$ cat config.mk
export PLATFORM = sky130hd
export DESIGN_NAME = dispclk_enable_chain
export DESIGN_NICKNAME = d
export VERILOG_FILES = /design/src/rtl/dcc_pkg.sv /design/src/rtl/dcc_div.sv /design/src/rtl/dcc_squash.sv /design/src/rtl/dcc_half.sv /design/src/rtl/dispclk_enable_chain.sv
export SDC_FILE = /design/constraint.sdc
export NUM_CORES = 1
export LEC_CHECK = 0
export BUFFER_PORTS_ARGS = -buffer_cell sky130_fd_sc_hd__buf_4
export CORE_ASPECT_RATIO = 1.2
export CORE_MARGIN = 10
export CORE_UTILIZATION = 45
export CTS_BUF_LIST = sky130_fd_sc_hd__clkbuf_2 sky130_fd_sc_hd__clkbuf_4 sky130_fd_sc_hd__clkbuf_8
export CTS_CLUSTER_SIZE = 25
export DETAILED_ROUTE_END_ITERATION = 10
export HOLD_SLACK_MARGIN = 0.12
export PLACE_DENSITY = 0.71
export SYNTH_ARGS = -nofsm -noshare
export SYNTH_HDL_FRONTEND = slang
export SYNTH_SLANG_ARGS = --single-unit
$ cat constraint.sdc
create_clock -name clk -period 3.3 [get_ports clk]
set_clock_uncertainty 0.1 [all_clocks]
set_input_delay 0.495 -clock clk [delete_from_list [all_inputs] [get_ports clk]]
set_output_delay 0.495 -clock clk [all_outputs]
set_load 0.005 [all_outputs]
$ cat src/rtl/dcc_pkg.sv
package dcc_pkg;
  localparam int RATIO_W = 3;

  // preset divider ratios; the reserved code falls back to 1
  function automatic logic [RATIO_W-1:0] ratio_of(input logic [1:0] code);
    logic [RATIO_W-1:0] r;
    case (code)
      2'd1:    r = 3'd2;
      2'd3:    r = 3'd4;
      default: r = 3'd1;
    endcase
    return r;
  endfunction
endpackage

$ cat src/rtl/dcc_div.sv
module dcc_div
  import dcc_pkg::*;
(
  input  logic               clk,
  input  logic               rst_n,
  input  logic [RATIO_W-1:0] ratio,
  input  logic               bypass,
  output logic               pulse
);
  logic [RATIO_W-1:0] cnt_q, cnt_d;

  always_comb begin
    pulse = bypass | (cnt_q == (ratio - RATIO_W'(1)));
    cnt_d = pulse ? '0 : cnt_q + RATIO_W'(1);
  end

  always_ff @(posedge clk or negedge rst_n) begin
    if (!rst_n) cnt_q <= '0;
    else        cnt_q <= cnt_d;
  end
endmodule

$ cat src/rtl/dcc_squash.sv
module dcc_squash #(
  parameter int WAVE_W = 16,
  localparam int LEN_W = $clog2(WAVE_W)
) (
  input  logic              clk,
  input  logic              rst_n,
  input  logic              in_pulse,
  input  logic [WAVE_W-1:0] wave,
  input  logic [LEN_W-1:0]  len_m1,
  input  logic              bypass,
  output logic              out_pulse,
  output logic              boundary
);
  logic [WAVE_W-1:0] mask, eff_wave;
  logic [LEN_W-1:0]  ptr_q, ptr_d;

  for (genvar i = 0; i < WAVE_W; i++) begin : g_mask
    assign mask[i] = (len_m1 >= LEN_W'(i));
  end

  always_comb begin
    eff_wave  = ((wave & mask) == '0) ? mask : wave;
    boundary  = in_pulse & (bypass | (ptr_q == len_m1));
    out_pulse = in_pulse & (bypass | eff_wave[ptr_q]);
    if (boundary)      ptr_d = '0;
    else if (in_pulse) ptr_d = ptr_q + LEN_W'(1);
    else               ptr_d = ptr_q;
  end

  always_ff @(posedge clk or negedge rst_n) begin
    if (!rst_n) ptr_q <= '0;
    else        ptr_q <= ptr_d;
  end
endmodule

$ cat src/rtl/dcc_half.sv
module dcc_half (
  input  logic clk,
  input  logic rst_n,
  input  logic in_pulse,
  output logic en_out,
  output logic tgl_out
);
  logic half_q, half_d, en_q, en_d;

  always_comb begin
    half_d = in_pulse ? ~half_q : half_q;
    en_d   = in_pulse & half_q;
  end

  always_ff @(posedge clk or negedge rst_n) begin
    if (!rst_n) begin
      half_q <= 1'b0;
      en_q   <= 1'b0;
    end else begin
      half_q <= half_d;
      en_q   <= en_d;
    end
  end

  assign en_out  = en_q;
  assign tgl_out = half_q;
endmodule

$ cat src/rtl/dispclk_enable_chain.sv
module dispclk_enable_chain
  import dcc_pkg::*;
#(
  parameter int WAVE_W = 16,
  localparam int LEN_W = $clog2(WAVE_W)
) (
  input  logic              clk,
  input  logic              rst_n,
  input  logic [1:0]        div_code,
  input  logic [WAVE_W-1:0] wave_bits,
  input  logic [LEN_W-1:0]  wave_len_m1,
  input  logic              div_skip,
  input  logic              sq_skip,
  output logic              clk_en_out,
  output logic              clk_tgl_out
);
  logic [1:0] rsync_q;
  logic       rst_sync_n;

  always_ff @(posedge clk or negedge rst_n) begin
    if (!rst_n) rsync_q <= 2'b00;
    else        rsync_q <= {rsync_q[0], 1'b1};
  end
  assign rst_sync_n = rsync_q[1];

  // shadow settings, reloaded at waveform-period boundaries only
  logic [1:0]        code_q, code_d;
  logic [WAVE_W-1:0] wave_q, wave_d;
  logic [LEN_W-1:0]  len_q, len_d;
  logic              dskip_q, dskip_d, sskip_q, sskip_d;
  logic              boundary, div_pulse, sq_pulse;

  always_comb begin
    code_d  = code_q;
    wave_d  = wave_q;
    len_d   = len_q;
    dskip_d = dskip_q;
    sskip_d = sskip_q;
    if (boundary) begin
      code_d  = div_code;
      wave_d  = wave_bits;
      len_d   = wave_len_m1;
      dskip_d = div_skip;
      sskip_d = sq_skip;
    end
  end

  always_ff @(posedge clk or negedge rst_sync_n) begin
    if (!rst_sync_n) begin
      code_q  <= 2'd0;
      wave_q  <= '1;
      len_q   <= '0;
      dskip_q <= 1'b0;
      sskip_q <= 1'b0;
    end else begin
      code_q  <= code_d;
      wave_q  <= wave_d;
      len_q   <= len_d;
      dskip_q <= dskip_d;
      sskip_q <= sskip_d;
    end
  end

  dcc_div u_div (
    .clk    (clk),
    .rst_n  (rst_sync_n),
    .ratio  (ratio_of(code_q)),
    .bypass (dskip_q),
    .pulse  (div_pulse)
  );

  dcc_squash #(.WAVE_W(WAVE_W)) u_sq (
    .clk       (clk),
    .rst_n     (rst_sync_n),
    .in_pulse  (div_pulse),
    .wave      (wave_q),
    .len_m1    (len_q),
    .bypass    (sskip_q),
    .out_pulse (sq_pulse),
    .boundary  (boundary)
  );

  dcc_half u_half (
    .clk     (clk),
    .rst_n   (rst_sync_n),
    .in_pulse(sq_pulse),
    .en_out  (clk_en_out),
    .tgl_out (clk_tgl_out)
  );
endmodule

==> flow_summary.yaml <==
die:
  die_x_um: 81.3
  fp.dieArea_sq_mm: 0.00760
  core_area_sq_mm: 0.00429
  die_h_um: 93.5
  rows: 26
  num_io_pins: 28
  initial_core_util_pct: 47.2
routing:
  vias: 1546
  initialDrtViolationCount: 159
  via_per_inst: 5.66
  drt-total-wl_um: 4320
  wl_per_cell_um: 15.8
  drcViolationCount: 0
  dr.pass1.iters: 4
  antenna_left: 0
timing:
  period_minus_slack_ps: 2490
  timing.fmax_ghz: 0.402
  rsz0062_at_grt: "false"
  period_share_pct: 75.4
  setup_violations: 0
  report.final.slew_viol_count: 0
  fin_ws_ps: 811
  tightest_slew_ps: 1060
  holdWs_ps: 175
  hold_viol_final: 0
  relSlewSlack_pct: 29.6
  setup-tns-final_ps: 0
synth:
  yosys_register_bits: 35
  synth.area.mux_share_pct: 16.0
  ys_types: 53
  synth_top_family_by_area: "compound AO/OA/AOI/OAI gates"
  yosysTopAreaCell: "dfrtp_1"
  synth-seq-area-share_pct: 44.2
  synth_top_area_share_pct: 23.4
  yosys-top-cells-count: "mux2_2 (21), dfrtp_1 (19), dfstp_2 (16)"
  synthArstFlopShare_pct: 100
  yosysWarnings: 0
  synth.net_count: 219
  synth_most_common_cell: "mux2_2"
  synth_cells: 191
  syn_area_per_cell_sq_um: 10.6
  synth_area_sq_mm: 0.00203
  synth.area.top_cells: "dfrtp_1 (23%), dfstp_2 (21%), mux2_2 (12%), mux4_2 (3.3%), a21oi_1 (3.0%)"
  yosys.area_share.adder_pct: 1.79
  synth_compound_area_share_pct: 19.6
  synth_xor_xnor_area_share_pct: 2.59
  synth_edf_count: 0
  synth-simple-area-share_pct: 11.4
  synthFlopType: "dfrtp_1"
placed_design:
  post-place-ws_ps: 868
  port_buffers: 27
  dp_hpwl_um: 3190
  place_congestion: 0.851
layout:
  fillers: 397
  syn_to_final_growth_pct: 17.5
  nNetsFinal: 244
  layout-drive-gt1-share_pct: 39.6
  antenna_cells: 0
  fin_util_pct: 55.5
power_and_ir_drop:
  leakagePower_uw: 0.000990
  p_per_area_mw_per_mm2: 1110
  power_frac_comb_pct: 44.8
  swShare_pct: 39.7
  p_clk_share_pct: 14.8
  p_int_uw: 1600
  seqPwrFrac_pct: 40.4
  switching_power_uw: 1050
  vdd_drop_max_v: 0.000568
critical_path:
  end_kind: "flip-flop"
  crit_fanout: 16
  crit_required_ps: 3360
  path_cells: "maj3_2, o221a_4, a2111oi_2, a21oi_1, a221oi_2, o31ai_2, xnor2_1"
  startpoint: "len_q[1]$_DFFE_PN0P_"
  worst_path_largest_cell_delay_ps: 570
  r2r_start: "len_q[1]$_DFFE_PN0P_"
  cp.arrival_ps: 2550
  path_class: "flip-flop to flip-flop"
  worstSetupStartpointType: "flip-flop"
  slowest_stage: "dfrtp_1"
global_route:
  grt_usage_pct: 12.0
  antenna_found_initial: 0
  globalRouteOverflowTotal: 0
  grt_max_degree: 23
  grt_pass1_wl_um: 7340
  grt_pass1_vias: 1562
clock_tree:
  clk_latency_ps: 280
  cts_inserted_buffers: 5
  root_buffer: "clkbuf_8"
  clk_pin_slew_ps: 70
  htree_num_levels: 2
  cts_tree: "done"
  clock_path_buffers: 2
  cts.sinks: 35
status:
  status: "finished clean"
worst_hold_path:
  hold_class: "flip-flop to asynchronous set/reset pin"
run:
  drv_cap: 0
## layer usage
layer | part of all wire (%) | global-route usage, % | up-vias
li1 | - | - | 750
met1 | 43 | 15.6 | 743
met2 | 50 | 18.5 | 48
met3 | 4.6 | 2.39 | 5
met4 | 1.7 | 5.92 | 0
met5 | 0 | 0 | -
## power groups by stage
stage               combinational [uW]  clock (uW)  sequential, uW
floorplan                         1130           0             869
global placement                  1160           0            1070
detailed placement                1190           0            1070
CTS                               1200         403            1070
global route                      1320         425            1120
finish                            1190         393            1070
## worst paths after layout
| kind | endpoint | slack, ps | depth (start not counted) |
|---|---|---|---|
| setup / recovery | u_half.tgl_out$_DFFE_PN0P_ | 810 | 7 |
| setup reg to reg | u_half.tgl_out$_DFFE_PN0P_ | 810 | 7 |
| hold reg to reg | code_q[1]$_DFFE_PN0P_ | 170 | 0 |
| max in group asynchronous | wave_q[0]$_DFFE_PN1P_ | 2190 | 1 |
| hold / removal | code_q[1]$_DFFE_PN0P_ | 170 | 0 |
| min in group clk | rsync_q[1]$_DFF_PN0_ | 260 | 0 |
## through the flow
stage | instances | area (sq um) | power (uW)
2_1_floorplan | 191 | 2030 | 2000
3_3_place_gp | 264 | 2260 | 2230
3_5_place_dp | 264 | 2260 | 2260
4_1_cts | 273 | 2380 | 2660
5_1_grt | 273 | 2380 | 2870
6_report | 273 | 2380 | 2650
## flip-flops by register name (all words and copies together) (netlist names)
name,flops
rsync_q,2
sskip_q,1
len_q,4
u_half.tgl_out,1
wave_q,16
u_half.en_out,1
code_q,2
u_sq.ptr_q,4
u_div.cnt_q,3
dskip_q,1
## area by class of cell
cell class | instances | area, sq um | share of cell area (%)
Clock inverter | 2 | 35.0 | 1.47
Tap cell | 56 | 70.1 | 2.94
Multi-Input combinational cell | 137 | 1050 | 44.0
Timing Repair Buffer | 29 | 220 | 9.24
Clock buffer | 6 | 82.6 | 3.46
Inverter | 8 | 30.0 | 1.26
Sequential cell | 35 | 896 | 37.6
## logic make-up (layout without fill, tap and decap cells)
family | count (synthesis) | in the layout
AOI/OAI and AO/OA | 55 | 55
and+or+nand+nor | 46 | 46
DFF | 35 | 35
muxes | 26 | 26
buffers and inverters | 19 | 45
xor gates and xnor gates | 6 | 6
adders and majority gates | 3 | 3
other | 1 | 1
## cell usage in the layout (no fill, tap or decap), types with 4 or more instances in the layout
| cell | instances |
|---|---|
| dfstp_2 | 16 |
| xnor2_1 | 6 |
| inv_1 | 8 |
| o21ai_0 | 9 |
| dfrtp_1 | 19 |
| a21oi_1 | 12 |
| buf_4 | 28 |
| a31oi_1 | 4 |
| o21ai_1 | 5 |
| nand2_1 | 12 |
| mux2_2 | 21 |
| nor2_1 | 10 |
| clkbuf_8 | 6 |
| nor3_1 | 5 |
## repair_timing
action                                 4_1_cts  5_1_grt
hold buffers                                 1        0
resized for setup                            0        0
setup endpoints to repair                    0        0
setup buffers                                0        0
endpoints found under the hold margin        2        0
## worst max-delay path, delay by kind of cell (launching register included)
| kind | cells | cell delay [ps] |
|---|---|---|
| flip-flops | 1 | 570 |
| AO/OA/AOI/OAI | 5 | 1170 |
| adder cells (fa/ha/maj) | 1 | 390 |
| XOR/XNOR | 1 | 140 |
No activity file was read; power rests on OpenSTA's default activity.
